--- src/rtl/flash_erase_pkg.sv ---
package flash_erase_pkg;

    typedef enum logic [2:0] {
        SQ_IDLE,
        SQ_DIV,
        SQ_GAP,
        SQ_CMD,
        SQ_WAIT,
        SQ_POLL
    } seq_state_e;

    typedef enum logic [1:0] {
        XF_IDLE,
        XF_TX,
        XF_RX
    } xfer_state_e;

    localparam logic [7:0] OPC_BLOCK_ERASE = 8'h50;
    localparam logic [7:0] OPC_PAGE_ERASE  = 8'h81;
    localparam logic [7:0] OPC_STATUS      = 8'hD7;
    localparam int         BLOCK_PAGES     = 8;
    localparam int         READY_BIT       = 7;

endpackage

--- src/rtl/fes_divider.sv ---
module fes_divider #(
    parameter int W  = 24,
    parameter int DW = 16
) (
    input  logic          clk,
    input  logic          rst_n,
    input  logic          start,
    input  logic [W-1:0]  dividend,
    input  logic [DW-1:0] divisor,
    output logic          done,
    output logic [W-1:0]  quotient,
    output logic [DW-1:0] remainder
);
    localparam int CW = $clog2(W + 1);

    typedef struct packed {
        logic          run;
        logic          done;
        logic [CW-1:0] cnt;
        logic [DW:0]   rem;
        logic [W-1:0]  quo;
        logic [DW-1:0] dvs;
    } div_t;

    div_t q, d;
    logic [DW:0] shifted;
    logic        qbit;

    always_comb begin
        d       = q;
        d.done  = 1'b0;
        shifted = {q.rem[DW-1:0], q.quo[W-1]};
        qbit    = 1'b0;
        if (start) begin
            d.run = 1'b1;
            d.cnt = '0;
            d.rem = '0;
            d.quo = dividend;
            d.dvs = divisor;
        end else if (q.run) begin
            if (shifted >= {1'b0, q.dvs}) begin
                d.rem = shifted - {1'b0, q.dvs};
                qbit  = 1'b1;
            end else begin
                d.rem = shifted;
            end
            d.quo = {q.quo[W-2:0], qbit};
            d.cnt = q.cnt + 1'b1;
            if (q.cnt == CW'(W - 1)) begin
                d.run  = 1'b0;
                d.done = 1'b1;
            end
        end
    end

    always_ff @(posedge clk or negedge rst_n) begin
        if (!rst_n) q <= '0;
        else        q <= d;
    end

    assign done      = q.done;
    assign quotient  = q.quo;
    assign remainder = q.rem[DW-1:0];


    rem_bound_chk: assert property (@(posedge clk) disable iff (!rst_n)
        (q.done && q.dvs != '0) |-> (q.rem < {1'b0, q.dvs}));

endmodule

--- src/rtl/fes_byte_xfer.sv ---
module fes_byte_xfer
    import flash_erase_pkg::*;
(
    input  logic       clk,
    input  logic       rst_n,
    input  logic       go,
    input  logic [7:0] go_byte,
    output logic       idle,
    output logic       done,
    output logic [7:0] rx_byte,
    output logic       tx_valid,
    output logic [7:0] tx_data,
    input  logic       tx_ready,
    input  logic       rx_valid,
    input  logic [7:0] rx_data
);
    typedef struct packed {
        xfer_state_e state;
        logic [7:0]  data;
    } xf_t;

    xf_t q, d;

    always_comb begin
        d = q;
        unique case (q.state)
            XF_IDLE: if (go) begin
                d.state = XF_TX;
                d.data  = go_byte;
            end
            XF_TX:   if (tx_ready) d.state = XF_RX;
            XF_RX:   if (rx_valid) d.state = XF_IDLE;
            default: d.state = XF_IDLE;
        endcase
    end

    always_ff @(posedge clk or negedge rst_n) begin
        if (!rst_n) q <= '{state: XF_IDLE, data: 8'h00};
        else        q <= d;
    end

    assign idle     = (q.state == XF_IDLE);
    assign tx_valid = (q.state == XF_TX);
    assign tx_data  = q.data;
    assign done     = (q.state == XF_RX) && rx_valid;
    assign rx_byte  = rx_data;


    go_when_idle_chk: assert property (@(posedge clk) disable iff (!rst_n)
        go |-> (q.state == XF_IDLE));

endmodule

--- src/rtl/flash_erase_seq.sv ---
module flash_erase_seq
    import flash_erase_pkg::*;
#(
    parameter int ADDR_W = 24,
    parameter int PS_W   = 16,
    parameter int SH_W   = 4,
    parameter int GAP_W  = 16,
    parameter int POLL_W = 16
) (
    input  logic              clk,
    input  logic              rst_n,
    input  logic              start,
    input  logic [ADDR_W-1:0] start_addr,
    input  logic [ADDR_W-1:0] erase_len,
    input  logic [PS_W-1:0]   cfg_page_size,
    input  logic [SH_W-1:0]   cfg_page_shift,
    input  logic [GAP_W-1:0]  cfg_poll_gap,
    input  logic [POLL_W-1:0] cfg_poll_limit,
    output logic              busy,
    output logic              done,
    output logic              error,
    output logic              spi_cs_n,
    output logic              spi_tx_valid,
    output logic [7:0]        spi_tx_data,
    input  logic              spi_tx_ready,
    input  logic              spi_rx_valid,
    input  logic [7:0]        spi_rx_data
);
    localparam int DEV_W = ADDR_W + (1 << SH_W);

    typedef struct packed {
        seq_state_e        state;
        logic              zero_ps;
        logic [SH_W-1:0]   shift;
        logic [GAP_W-1:0]  gap;
        logic [POLL_W-1:0] limit;
        logic [ADDR_W-1:0] page_idx;
        logic [ADDR_W-1:0] left;
        logic [1:0]        idx;
        logic              launched;
        logic [GAP_W-1:0]  gap_cnt;
        logic [POLL_W-1:0] poll_cnt;
        logic              done;
        logic              err;
    } seq_t;

    seq_t q, d;

    logic                   div_go;
    logic [1:0]             div_done;
    logic [1:0][ADDR_W-1:0] div_num;
    logic [1:0][ADDR_W-1:0] div_quo;
    logic [1:0][PS_W-1:0]   div_rem;

    logic       x_go, x_idle, x_done;
    logic [7:0] x_byte, x_rx;

    logic [DEV_W-1:0] dev_addr;
    logic             use_block;
    logic [7:0]       opcode;

    assign div_num[0] = start_addr;
    assign div_num[1] = erase_len;

    for (genvar g = 0; g < 2; g++) begin : g_div
        fes_divider #(.W(ADDR_W), .DW(PS_W)) u_div (
            .clk       (clk),
            .rst_n     (rst_n),
            .start     (div_go),
            .dividend  (div_num[g]),
            .divisor   (cfg_page_size),
            .done      (div_done[g]),
            .quotient  (div_quo[g]),
            .remainder (div_rem[g])
        );
    end

    fes_byte_xfer u_xfer (
        .clk      (clk),
        .rst_n    (rst_n),
        .go       (x_go),
        .go_byte  (x_byte),
        .idle     (x_idle),
        .done     (x_done),
        .rx_byte  (x_rx),
        .tx_valid (spi_tx_valid),
        .tx_data  (spi_tx_data),
        .tx_ready (spi_tx_ready),
        .rx_valid (spi_rx_valid),
        .rx_data  (spi_rx_data)
    );

    assign dev_addr  = DEV_W'(q.page_idx) << q.shift;
    assign use_block = (q.page_idx[2:0] == 3'b000) && (q.left >= ADDR_W'(BLOCK_PAGES));
    assign opcode    = use_block ? OPC_BLOCK_ERASE : OPC_PAGE_ERASE;

    always_comb begin
        d      = q;
        d.done = 1'b0;
        d.err  = 1'b0;
        div_go = 1'b0;
        x_go   = 1'b0;
        x_byte = 8'h00;
        unique case (q.state)
            SQ_IDLE: if (start) begin
                d.state   = SQ_DIV;
                d.zero_ps = (cfg_page_size == '0);
                d.shift   = cfg_page_shift;
                d.gap     = cfg_poll_gap;
                d.limit   = cfg_poll_limit;
                div_go    = 1'b1;
            end
            SQ_DIV: if (div_done[0]) begin
                if (q.zero_ps || div_rem[0] != '0 || div_rem[1] != '0) begin
                    d.state = SQ_IDLE;
                    d.done  = 1'b1;
                    d.err   = 1'b1;
                end else if (div_quo[1] == '0) begin
                    d.state = SQ_IDLE;
                    d.done  = 1'b1;
                end else begin
                    d.page_idx = div_quo[0];
                    d.left     = div_quo[1];
                    d.idx      = 2'd0;
                    d.state    = SQ_CMD;
                end
            end
            SQ_GAP: d.state = SQ_CMD;
            SQ_CMD: begin
                unique case (q.idx)
                    2'd0:    x_byte = opcode;
                    2'd1:    x_byte = dev_addr[23:16];
                    2'd2:    x_byte = dev_addr[15:8];
                    default: x_byte = 8'h00;
                endcase
                x_go = !q.launched && x_idle;
                if (x_done) begin
                    if (q.idx == 2'd3) begin
                        d.idx      = 2'd0;
                        d.poll_cnt = '0;
                        d.gap_cnt  = q.gap;
                        d.state    = SQ_WAIT;
                    end else begin
                        d.idx = q.idx + 2'd1;
                    end
                end
            end
            SQ_WAIT: begin
                if (q.gap_cnt == '0) d.state = SQ_POLL;
                else                 d.gap_cnt = q.gap_cnt - 1'b1;
            end
            SQ_POLL: begin
                x_byte = (q.idx == 2'd0) ? OPC_STATUS : 8'h00;
                x_go   = !q.launched && x_idle;
                if (x_done) begin
                    if (q.idx == 2'd0) begin
                        d.idx = 2'd1;
                    end else begin
                        d.idx = 2'd0;
                        if (x_rx[READY_BIT]) begin
                            if (use_block) begin
                                d.page_idx = q.page_idx + ADDR_W'(BLOCK_PAGES);
                                d.left     = q.left - ADDR_W'(BLOCK_PAGES);
                            end else begin
                                d.page_idx = q.page_idx + 1'b1;
                                d.left     = q.left - 1'b1;
                            end
                            if (d.left == '0) begin
                                d.state = SQ_IDLE;
                                d.done  = 1'b1;
                            end else begin
                                d.state = SQ_GAP;
                            end
                        end else if ({1'b0, q.poll_cnt} + 1'b1 >= {1'b0, q.limit}) begin
                            d.state = SQ_IDLE;
                            d.done  = 1'b1;
                            d.err   = 1'b1;
                        end else begin
                            d.poll_cnt = q.poll_cnt + 1'b1;
                            d.gap_cnt  = q.gap;
                            d.state    = SQ_WAIT;
                        end
                    end
                end
            end
            default: d.state = SQ_IDLE;
        endcase
        if (x_go)        d.launched = 1'b1;
        else if (x_done) d.launched = 1'b0;
    end

    always_ff @(posedge clk or negedge rst_n) begin
        if (!rst_n) begin
            q       <= '0;
            q.state <= SQ_IDLE;
        end else begin
            q <= d;
        end
    end

    assign busy     = (q.state != SQ_IDLE);
    assign done     = q.done;
    assign error    = q.err;
    assign spi_cs_n = !((q.state == SQ_CMD) || (q.state == SQ_POLL));


    tx_in_frame_chk: assert property (@(posedge clk) disable iff (!rst_n)
        spi_tx_valid |-> !spi_cs_n);


    done_pulse_chk: assert property (@(posedge clk) disable iff (!rst_n)
        done |=> !done);


    err_with_done_chk: assert property (@(posedge clk) disable iff (!rst_n)
        error |-> (done && !busy));


    start_ignored_chk: assert property (@(posedge clk) disable iff (!rst_n)
        (start && busy) |=> ($stable(q.shift) && $stable(q.limit)));


    poll_bound_chk: assert property (@(posedge clk) disable iff (!rst_n)
        (q.state == SQ_POLL && q.limit != '0) |-> (q.poll_cnt < q.limit));

endmodule

--- config.mk ---
export PLATFORM = sky130hd
export DESIGN_NAME = flash_erase_seq
export DESIGN_NICKNAME = d
export VERILOG_FILES = /design/src/rtl/flash_erase_pkg.sv /design/src/rtl/fes_divider.sv /design/src/rtl/fes_byte_xfer.sv /design/src/rtl/flash_erase_seq.sv
export SDC_FILE = /design/constraint.sdc
export NUM_CORES = 1
export LEC_CHECK = 0
export ABC_AREA = 1
export BUFFER_PORTS_ARGS = -buffer_cell sky130_fd_sc_hd__buf_2
export CORE_ASPECT_RATIO = 1.5
export CORE_MARGIN = 2
export CORE_UTILIZATION = 50
export CTS_CLUSTER_SIZE = 10
export DETAILED_ROUTE_END_ITERATION = 10
export PLACE_DENSITY = 0.76
export SETUP_SLACK_MARGIN = 0.4
export SLEW_MARGIN = 20
export SYNTH_ARGS = -nofsm -noshare
export SYNTH_HDL_FRONTEND = slang
export SYNTH_SLANG_ARGS = --single-unit
export TNS_END_PERCENT = 20
--- constraint.sdc ---
create_clock -name clk -period 6.1 [get_ports clk]
set_input_delay 0.915 -clock clk [delete_from_list [all_inputs] [get_ports clk]]
set_output_delay 0.915 -clock clk [all_outputs]
set_load 0.02 [all_outputs]
==> summary.md, run 1 <==
| Metric | Value |
|---|---|
| Initial antenna violation count | 0 |
| Synth Area in Compound Gates | 17.0% |
| Max FO, Critical Path | 63 |
| Ys flop type | dfrtp_1 |
| First-pass GRT wire length | between 70 and 80 mm |
| Worst EP required | about 6.6 ns |
| Synth Area in Simple Gates | 28.2% |
| Max Slew Vio Count | 0 |
| Post-CTS Setup Inserts | 0 |
| Worst-path clk slew | 0.06 ns |
| CP Capture Type | flip-flop |
| Vias in the first global route | 15.8k |
| Fin crit share | 62.2% |
| DRC | 0 |
| Num CTS Buffers | 28 |
| Max_cap viols | 0 |
| Tightest Pin Transition | 1.10 ns |
| WP data arrival | between 4 and 5 ns |
| GP Congestion | 0.964 |
| Total core area | between 30000 and 40000 µm² |
| Pwr dens | between 500 and 600 nW/µm² |
| Hold slack | around 0.42 ns |
| CTS Sinks | 244 |
| Setup WS post-layout | around 2.3 ns |
| Antenna viol nets, final | 0 |
| Hold Vio Cnt, Final | 0 |
| Worst slack at placement | 2.30 ns |
| Number of fill cells in the layout | a little over 3k |
| Maximum VDD drop | 0.000302 V |
| Ys async rst share | 100% |
| Syn_area_per_cell | 7.06 µm² |
| Final setup fails | 0 |
| Synth Register Bits | 244 |
| Initial drt markers | between 1k and 1.5k |
| Via count | 16.0k |
| Post-synthesis adder-cell area fraction | 4.86% |
| DIE AREA | 34500 µm² |
| Post-cts resize count | 0 |
| Register area | 6110 µm² |
| Layout cells sized above 1 | 8.86% |
| Most numerous cell in the Yosys netlist | nand2_1 |
| H-tree depth | 1 |
| LEAKAGE | 8.84 nW |
| Rows | 81 |
| Critical path type | reg2reg |
| Die Span X | roughly 150 µm |
| Cell Area, Synth | 16500 µm² |
| Minimum clock period | 3.79 ns |
| Routed wire length | 45.6 mm |
| Number of synthesized flops with an enable pin | 0 |
| DP HPWL | 33.4 mm |
| Cell accounting for the most synthesized area | dfrtp_1 |
| Starting Density | 50.8% |
| Top-area cell type share of the netlist area | 37.0% |
| GR Overflow Total | 0 |
| Clock Skews | 0.0281 ns |
| Layout overhead on the synthesized area | 9.09% |
| Number of distinct library cells after synthesis | 58 |
| Mux cell area share after synthesis | 0.424% |
| Max-slew headroom | 26.4% |
| Top area cells in the synthesized netlist | dfrtp_1 (37%), nand2_1 (16%), o21ai_0 (6.9%) |
| Drt first pass iters | 5 |
| Synth warnings | 0 |
| Area of the multi-input gates | 8900 µm² |
| CTS tree | built |
| Startpoint types | flip-flop |
| Post-DR wirelength/cell | roughly 16 µm |
| Unrepaired setup endpoints after global routing | false |
| Die height | 227 µm |
| Hold Path Class | in2async |
| Post-synthesis xor/xnor area fraction | 3.34% |
| Max Buffers Root-to-Sink | 3 |
| # port buffers | 118 |
| Post-CTS Hold Buffers | 0 |
| Sequential share of the synthesized area | roughly 37% |
| Largest family of logic cells by synthesized area | simple AND/OR/NAND/NOR gates |
| Ports | 126 |
| Largest net degree at the start of global routing | roughly 120 |
| Number of cells produced by synthesis | 2338 |
| Number of vias per cell | between 5 and 6 |
| Root Buffer | clkbuf_16 |
| Setup TNS | 0 ns |
| Nets | 2575 |
| Max Freq | around 0.26 GHz |
| Most instantiated cells after synthesis | nand2_1 (685), inv_1 (270), dfrtp_1 (244) |
| Synthesized Nets | 2514 |
| Total track usage | 26.5% |
| Outcome | finished, final reports clean |
| Clk Latency, worst-skew pair | a little under 0.6 ns |
## where the power goes
| group | internal, W | switching [W] |
|---|---|---|
| Clock | 0.000830 | 0.000653 |
| Combinational | 0.00193 | 0.00352 |
| Sequential | 0.00231 | 0.000655 |
| Total | 0.00507 | 0.00483 |
## routing by layer
| metal | global-route usage [%] | vias to the layer above | share of wire (%) |
|---|---|---|---|
| met1 | 30.4 | 7538 | 39 |
| met2 | 48.0 | 479 | 51 |
| met5 | 0 | - | 0 |
| met3 | 3.59 | 144 | 5.1 |
| li1 | - | 7805 | - |
| met4 | 14.0 | 0 | 4.8 |
## cell families after synthesis
family | Yosys count
AO/OA/AOI/OAI | 497
adder cells (fa/ha/maj) | 63
XOR/XNOR | 63
flip-flops | 244
AND/OR/NAND/NOR | 1088
buffers and inverters | 376
multiplexers | 7
## registers in the layout (all words and copies together) (netlist names)
name	flops
q	123
g_div.u_div.q	28
g_div.u_div.done	1
g_div.u_div.remainder	32
u_xfer.q	2
done	1
error	1
u_xfer.tx_data	8
g_div.u_div.quotient	48
## worst paths after layout
check	startpoint	endpoint	slack, ns	cells after the start
worst max-delay path	q[122]$_DFFE_PN0P_	q[53]$_DFFE_PN0P_	2.31	11
worst min-delay path	rst_n	g_div[0].u_div.q[9]$_DFFE_PN0P_	0.42	1
worst max register to register	q[122]$_DFFE_PN0P_	q[53]$_DFFE_PN0P_	2.31	11
worst min register to register	q[15]$_DFFE_PN0P_	q[15]$_DFFE_PN0P_	0.47	2
max in group asynchronous	rst_n	q[120]$_DFFE_PN0P_	4.51	2
min in group clk	q[15]$_DFFE_PN0P_	q[15]$_DFFE_PN0P_	0.47	2
## worst max-delay path, stage by stage (launching register included)
cell and delay (ns):
dfrtp_1 0.39, inv_1 0.10, or2_4 0.14, nor2_4 0.04
inv_4 0.49, nor2_1 0.16, nor3_1 0.36, nand3_2 0.57
inv_2 0.69, buf_4 0.41, o21ai_0 0.17, o22ai_1 0.13
## per-stage QoR
stage	power [W]	std cells	area, µm²	utilization, %
after floorplan	0.00705	2338	16500	-
after global placement	0.00814	2784	17300	53.0
after detailed placement	0.00833	2784	17300	53.0
after CTS	0.00986	2818	18000	55.4
after global routing	0.0108	2818	18000	55.4
final	0.00989	2819	18000	55.4
## cell usage in the layout, fill, tap and decap left out, drive strengths merged, types with 7 or more instances in the layout
master and instances:
o22ai 24, a21oi 108, ha 61, o221ai 20
inv 278, buf 126, nor4 21, o211ai 35
nand4 37, xor2 41, nand3 107, o21bai 7
xnor2 22, dfrtp 244, nor2 176, nand2 696
nand3b 7, mux2i 7, clkbuf 33, o21ai 264
nor3 36, a211oi 8
## cell type report
cell class,instances,share of cell area (%)
flip-flops and latches,244,33.9
repair buffers,126,3.74
well taps,415,2.88
clock inverters,1,0.167
diodes,1,0.0139
multi-input cells,1718,49.4
inverters,281,5.87
clock buffers,33,4.05
Power figures use the tool's default switching activity.
==> run 2: changes to the inputs <==
==> constraint.sdc (replaced) <==
create_clock -name clk -period 3.9 [get_ports clk]
set_input_delay 0.585 -clock clk [delete_from_list [all_inputs] [get_ports clk]]
set_output_delay 0.585 -clock clk [all_outputs]
set_load 0.02 [all_outputs]
==> summary.md, run 2 (synthesis results as in run 1) <==
| Metric | Value |
|---|---|
| Met3 WL | 2.19 mm (-5.5%) |
| Pwr dens | 866 nW/µm² (+58%) |
| Via count | 16.1k (+0.58%) |
| Routed wire length | 46.7 mm (+2.4%) |
| Root Buffer | clkbuf_16 |
| Initial antenna violation count | 0 (unchanged) |
| Layout overhead on the synthesized area | 10.4% |
| Max-slew headroom | 34.2% (+7.7 points) |
| Max Buffers Root-to-Sink | 3 (unchanged) |
| Maximum VDD drop | 0.000456 V (+51%) |
| Nets | 2591 (+0.62%) |
| Die height | 227 µm (unchanged) |
| Outcome | complete, but fails checks |
| Post-DR wirelength/cell | 16.5 µm (+1.8%) |
| CP Capture Type | flip-flop |
| Reg with most FFs | q |
| Vias in the first global route | 15.7k (-0.92%) |
| Number of fill cells in the layout | 3053 (-0.91%) |
| Crit path cell chain | ha_1 > nand3_2 > nor2_4 > nand3_1 > nor2_1 > nand2_1 > o21ai_0 > o21ai_1 > inv_1 > ha_1 > a21oi_1 > o211ai_1 > o21bai_1 > nor2_4 > nand4_1 > nand2_2 > buf_4 > nand3_1 > nand2_1 |
| Total core area | 32500 µm² (unchanged) |
| Minimum clock period | 3.20 ns (-0.595 ns) |
| Max reg flops | 123 (unchanged) |
| Clock Skews | 0.0254 ns (-0.00276 ns) |
| Core Util, Final | 56.0% (+0.66 points) |
| WP data arrival | 3.71 ns (-0.57 ns) |
| LEAKAGE | 8.97 nW (+1.4%) |
| Antenna Diode Count | 0 (-1) |
| Register area | 6110 µm² (unchanged) |
| Max Slew Vio Count | 0 (unchanged) |
| GP Congestion | 0.953 (-1.2%) |
| First-pass GRT wire length | 75.6 mm (-0.41%) |
| Worst-path clk slew | 0.05 ns (about the same) |
| Total track usage | 26.5% (about the same) |
| Largest net degree at the start of global routing | 82 (-34%) |
| Area of the multi-input gates | 8930 µm² (+0.32%) |
| Max Freq | 0.313 GHz (+19%) |
| Slowest stage delay, CP | 0.40 ns (-0.29 ns) |
| Rows | 81 (unchanged) |
| Critical path type | reg2reg |
| CTS Sinks | 244 (unchanged) |
| # port buffers | 118 (unchanged) |
| Starting Density | 50.8% (unchanged) |
| Pwr Total | 0.0158 W (+59%) |
| Layout cells sized above 1 | 9.75% (+0.88 points) |
| DIE AREA | 34500 µm² (unchanged) |
| Tightest Pin Transition | 0.986 ns (-0.117 ns) |
| CTS tree | built |
| Max Used Layer | met4 |
| Ports | 126 (unchanged) |
| Clk Latency, worst-skew pair | 0.58 ns (about the same) |
| Max_cap viols | 0 (unchanged) |
| Worst slack at placement | 0.520 ns (-1.78 ns) |
| Max FO, Critical Path | 15 (-76%) |
| FF-to-FF setup slack | 0.70 ns (-1.60 ns) |
| Wl on met1 | 18.5 mm (+2.8%) |
| Met2 WL post-DR | 23.3 mm (+0.70%) |
| Most common cell after layout, fill and taps aside | nand2_1 |
| Failing checks | hold timing |
| Num CTS Buffers | 29 (+3.6%) |
| Hold Path Class | in2async |
| Post-CTS Hold Buffers | 0 (unchanged) |
| DP HPWL | 34.2 mm (+2.3%) |
| Antenna viol nets, final | 0 (unchanged) |
| Commonest cells after routing, fill and taps aside | nand2_1 (685), inv_1 (270), dfrtp_1 (244), o21ai_0 (226), nor2_1 (152) |
| GR Overflow Total | 0 (unchanged) |
| Max stage delay cell, worst path | dfrtp_1 |
| Setup TNS | 0 ns (unchanged) |
| H-tree depth | 1 (unchanged) |
| Final setup fails | 0 (unchanged) |
| Worst EP required | 4.41 ns (-2.17 ns) |
| Die Span X | 152 µm (unchanged) |
| DRC | 0 (unchanged) |
| Hold Vio Cnt, Final | 1 (+1) |
| Startpoint types | flip-flop |
| Number of vias per cell | 5.66 (about the same) |
| Hold slack | -0.00335 ns (-0.426 ns) |
| Setup WS post-layout | 0.703 ns (-1.60 ns) |
| Initial drt markers | 991 (-16%) |
| Unrepaired setup endpoints after global routing | false |
| Fin crit share | 82.0% (+20 points) |
| Drt first pass iters | 5 (unchanged) |
==> run 2: cell count changes in the layout (fill, tap and decap cells not counted), sizes merged <==
| cell | previous run | this run |
|---|---|---|
| inv | 278 | 279 |
| clkinv | 4 | 3 |
| diode | 1 | 0 |
| bufinv | 0 | 1 |
| clkinvlp | 0 | 1 |
| clkbuf | 33 | 34 |
| buf | 126 | 141 |
==> run 2: metal layers <==
metal / vias to the layer above / track usage, %
li1: 7847 / -
met1: 7530 / 30.4
met2: 514 / 47.6
met3: 168 / 2.91
met4: 0 / 15.9
met5: - / 0
==> run 2: worst paths after layout <==
path	startpoint	end	cells past startpoint
min reg2reg	q[15]$_DFFE_PN0P_	q[15]$_DFFE_PN0P_	2
min in group clk	spi_tx_ready	u_xfer.q[8]$_DFFE_PN0P_	2
max reg2reg	q[2]$_DFFE_PN0P_	q[2]$_DFFE_PN0P_	19
max in group asynchronous	rst_n	g_div[0].u_div.quotient[6]$_DFFE_PN0P_	2
min	rst_n	g_div[0].u_div.q[4]$_DFFE_PN0P_	1
max	q[2]$_DFFE_PN0P_	q[2]$_DFFE_PN0P_	19
==> run 2: report_power, final <==
group / switching (W) / internal, W
clock: 0.00106 / 0.00143
combinational: 0.00566 / 0.00307
sequential: 0.000943 / 0.00361
total: 0.00767 / 0.00811
==> run 2: cell type report <==
type / instances / area share (%)
clock buffers: 34 / 4.19
flip-flops and latches: 244 / 33.5
multi-input cells: 1718 / 49.0
inverters: 281 / 5.80
repair buffers: 141 / 4.38
clock inverters: 3 / 0.316
well taps: 415 / 2.85
==> run 2: what timing repair did <==
action,CTS,global route
gates resized for setup,0,11
buffers inserted,0,3
setup endpoints to repair,0,32
==> run 2: stage by stage <==
| stage | hold slack (ns) | cell area [µm²] | std cells |
|---|---|---|---|
| finish | -0.00335 | 18200 | 2836 |
| detailed placement | 0.460 | 17300 | 2796 |
| global route | 0.0477 | 18200 | 2836 |
| CTS | 0.0227 | 18200 | 2833 |
| floorplan | 0.289 | 16500 | 2338 |
| global placement | 0.459 | 17300 | 2796 |
==> run 2: critical path: cells and delay by family, from the launching register on <==
family	cells	cell delay (ns)
buf+inv	2	0.30
flops	1	0.40
simple gates	10	1.26
compound gates	5	0.68
fa+ha+maj	2	0.47
==> run 3: changes to the inputs <==
--- a/config.mk
+++ b/config.mk
@@ -5,14 +5,14 @@
 export SDC_FILE = /design/constraint.sdc
 export NUM_CORES = 1
 export LEC_CHECK = 0
-export ABC_AREA = 1
+export ABC_AREA = 0
 export BUFFER_PORTS_ARGS = -buffer_cell sky130_fd_sc_hd__buf_2
 export CORE_ASPECT_RATIO = 1.5
 export CORE_MARGIN = 2
 export CORE_UTILIZATION = 50
 export CTS_CLUSTER_SIZE = 10
 export DETAILED_ROUTE_END_ITERATION = 10
-export PLACE_DENSITY = 0.76
+export PLACE_DENSITY = 0.79
 export SETUP_SLACK_MARGIN = 0.4
 export SLEW_MARGIN = 20
 export SYNTH_ARGS = -nofsm -noshare
==> constraint.sdc (replaced) <==
create_clock -name clk -period 2.75 [get_ports clk]
set_input_delay 0.4125 -clock clk [delete_from_list [all_inputs] [get_ports clk]]
set_output_delay 0.4125 -clock clk [all_outputs]
set_load 0.02 [all_outputs]
==> summary.md, run 3 <==
| Metric | Value |
|---|---|
| # port buffers | 118 (unchanged) |
| Max-slew headroom | 37.3% (+3.2 points) |
| Critical path type | reg2reg |
| Routed wire length | 45.3 mm (-3.0%) |
| Reg with most FFs | q |
| Synthesized Nets | 1994 (-21%) |
| Number of cells produced by synthesis | 1818 (-22%) |
| Worst hold start | cfg_poll_gap[1] |
| Hold Path Class | in2reg |
| Depth of the worst register-to-register path | 16 (-3) |
| Hold slack | 0.0614 ns (+0.0648 ns) |
| Cell Area, Synth | 15600 µm² (-5.5%) |
| Outcome | complete, but fails checks |
| Total track usage | 27.0% (+0.49 points) |
| Ys flop type | dfrtp_1 |
| Crit path cell chain | nand3_2 > nor2_4 > and3_4 > and3_4 > and3_4 > nor2b_2 > or2_4 > ha_4 > a211oi_2 > o21ai_2 > a21oi_2 > and2_4 > a21oi_4 > buf_6 > o21ai_0 > o21ai_2 |
| Number of synthesized flops with an enable pin | 0 (unchanged) |
| Max reg flops | 123 (unchanged) |
| Antenna viol nets, final | 0 (unchanged) |
| Finished Cell Area | 19200 µm² (+5.5%) |
| Max stage delay cell, worst path | dfrtp_2 |
| DP HPWL | 31.8 mm (-7.1%) |
| Initial antenna violation count | 0 (unchanged) |
| Most instantiated cells after synthesis | o21ai_0 (256), dfrtp_1 (244), nand2_1 (243) |
| Number of distinct library cells after synthesis | 85 (+47%) |
| Die height | 220 µm (-2.8%) |
| GR Overflow Total | 0 (unchanged) |
| Synth Register Bits | 244 (unchanged) |
| Top Family by Delay on Critical Path | simple AND/OR/NAND/NOR gates |
| Most common cell after layout, fill and taps aside | nand2_1 |
| Ys async rst share | 100% (unchanged) |
| Unrepaired setup endpoints after global routing | true |
| Max Freq | 0.317 GHz (+1.2%) |
| WP data arrival | 3.58 ns (-0.13 ns) |
| Syn_area_per_cell | 8.58 µm² (+21%) |
| Top area cells in the synthesized netlist | dfrtp_1 (39%), o21ai_0 (8.2%), mux2i_1 (6.2%) |
| Commonest cells after routing, fill and taps aside | nand2_1 (238), dfrtp_1 (236), o21ai_0 (188), buf_4 (121), buf_2 (117) |
| FF-to-FF setup slack | -0.41 ns (-1.11 ns) |
| LEAKAGE | 8.54 nW (-4.8%) |
| Post-DR wirelength/cell | 18.8 µm (+14%) |
| DRC | 0 (unchanged) |
| Clk Latency, worst-skew pair | 0.55 ns (-0.03 ns) |
| GP Congestion | 0.927 (-2.7%) |
| Worst-path clk slew | 0.06 ns (about the same) |
| Max FO, Critical Path | 7 (-8) |
| Final setup fails | 35 (+35) |
| DIE AREA | 32700 µm² (-5.4%) |
| Tightest Pin Transition | 0.938 ns (-0.0485 ns) |
| Synth warnings | 0 (unchanged) |
| Via count | 14.7k (-8.2%) |
| Max_cap viols | 0 (unchanged) |
| Layout cells sized above 1 | 25.7% (+16 points) |
| Largest net degree at the start of global routing | 84 (+2.4%) |
| Worst EP required | 3.17 ns (-1.24 ns) |
| Antenna Diode Count | 0 (unchanged) |
| Endpoint, Worst Hold | q[102]$_DFFE_PN0P_ |
| Nets | 2170 (-16%) |
| Setup WS post-layout | -0.408 ns (-1.11 ns) |
| Ports | 126 (unchanged) |
| Sequential share of the synthesized area | 39.1% (+2.2 points) |
| Drt first pass iters | 5 (unchanged) |
| Top-area cell type share of the netlist area | 39.1% (+2.2 points) |
| Placement Cell Area | 17400 µm² (+0.52%) |
| Num CTS Buffers | 28 (-3.4%) |
| Die Span X | 148 µm (-2.7%) |
| Crit path buf inv count | 1 (-1) |
| Minimum clock period | 3.16 ns (-0.0393 ns) |
| H-tree depth | 1 (unchanged) |
| Hold depth | 3 |
| Cell mode on critical path | and3_4 |
| CP Capture Type | flip-flop |
| Max Buffers Root-to-Sink | 3 (unchanged) |
| First-pass GRT wire length | 72.0 mm (-4.7%) |
| Initial drt markers | 1011 (+2.0%) |
| Most numerous cell in the Yosys netlist | o21ai_0 |
| Hold Vio Cnt, Final | 0 (-1) |
| Pwr dens | 1110 nW/µm² (+28%) |
| Layout overhead on the synthesized area | 23.3% |
| Starting Density | 50.6% (-0.17 points) |
| CTS Sinks | 244 (unchanged) |
| Vias in the first global route | 14.7k (-6.0%) |
| Fin crit share | 115% (+33 points) |
| Maximum VDD drop | 0.000919 V (+100%) |
| RR Startpoint | q[2]$_DFFE_PN0P_ |
| Failing checks | setup timing |
| Startpoint types | flip-flop |
| Rows | 79 (-2.5%) |
| Max Slew Vio Count | 0 (unchanged) |
| Clock Skews | 0.0144 ns (-0.0110 ns) |
| Total core area | 30800 µm² (-5.2%) |
| Number of vias per cell | 6.13 (+8.3%) |
| Cell accounting for the most synthesized area | dfrtp_1 |
| Root Buffer | clkbuf_16 |
| CTS tree | built |
| FF-to-FF End | q[3]$_DFFE_PN0P_ |
| Slowest stage delay, CP | 0.41 ns (about the same) |
run 3: routing by layer:
layer / track usage, % / vias to the layer above / part of all wire [%]
met3: 3.30 / 159 / 4.7
met1: 29.7 / 7174 / 37
li1: - / 6905 / -
met4: 15.6 / 0 / 5.5
met5: 0 / - / 0
met2: 49.9 / 506 / 53
run 3: cells by family after synthesis:
logic type | synth area share, %
compound gates | 22.4
xor+xnor | 2.47
simple gates | 18.3
mux | 7.70
fa+ha+maj | 5.15
flops | 39.1
buf+inv | 4.84
run 3: cell type report:
type                            count  area (µm²)
Sequential cell                   244        6120
Fill cell                        2534       11600
Tap cell                          405         507
Multi-Input combinational cell   1395        9730
Timing Repair Buffer              264        1890
Clock buffer                       35         758
Inverter                           61         233
run 3: stage by stage:
step	power (W)	cells	setup TNS [ns]	setup slack, ns	utilization [%]
detailed placement	0.0165	2357	-14.56	-0.538	56.5
global placement	0.0160	2357	-10.55	-0.367	56.5
CTS	0.0205	2402	-8.10	-0.299	60.9
finish	0.0213	2404	-10.46	-0.408	62.4
floorplan	0.0135	1818	-7.26	-0.255	-
global route	0.0227	2404	-14.26	-0.493	62.4
run 3: worst register-to-register path: cells and delay by family, from the launching register on:
kind                       cells  cell delay (ns)
AOI/OAI and AO/OA              6             0.91
adders and majority gates      1             0.26
buffers and inverters          1             0.15
DFF                            1             0.41
and+or+nand+nor                8             1.32
run 3: worst max path at each step:
stage / startpoint / endpoint / slack [ns] / depth (start not counted)
2_1_floorplan: q[2]$_DFFE_PN0P_ / q[29]$_DFFE_PN0P_ / -0.25 / 17
4_1_cts: q[3]$_DFFE_PN0P_ / q[10]$_DFFE_PN0P_ / -0.30 / 16
3_5_place_dp: q[3]$_DFFE_PN0P_ / q[4]$_DFFE_PN0P_ / -0.54 / 16
6_report: q[2]$_DFFE_PN0P_ / q[3]$_DFFE_PN0P_ / -0.41 / 16
3_3_place_gp: q[3]$_DFFE_PN0P_ / q[5]$_DFFE_PN0P_ / -0.37 / 15
5_1_grt: q[2]$_DFFE_PN0P_ / q[3]$_DFFE_PN0P_ / -0.49 / 16
run 3: repair_timing:
action | in CTS | in global routing
pin swaps | 132 | 86
gates cloned | 2 | 0
resized for setup | 151 | 105
buffers inserted | 7 | 2
setup endpoints to repair | 105 | 128
hold buffers | 1 | 0
hold endpoints to repair | 70 | 0
run 3: where the power goes:
part           total (W)  switching [W]  internal (W)
clock            0.00331        0.00142       0.00189
sequential       0.00621        0.00133       0.00488
combinational     0.0118        0.00628       0.00552
total             0.0213        0.00904        0.0123
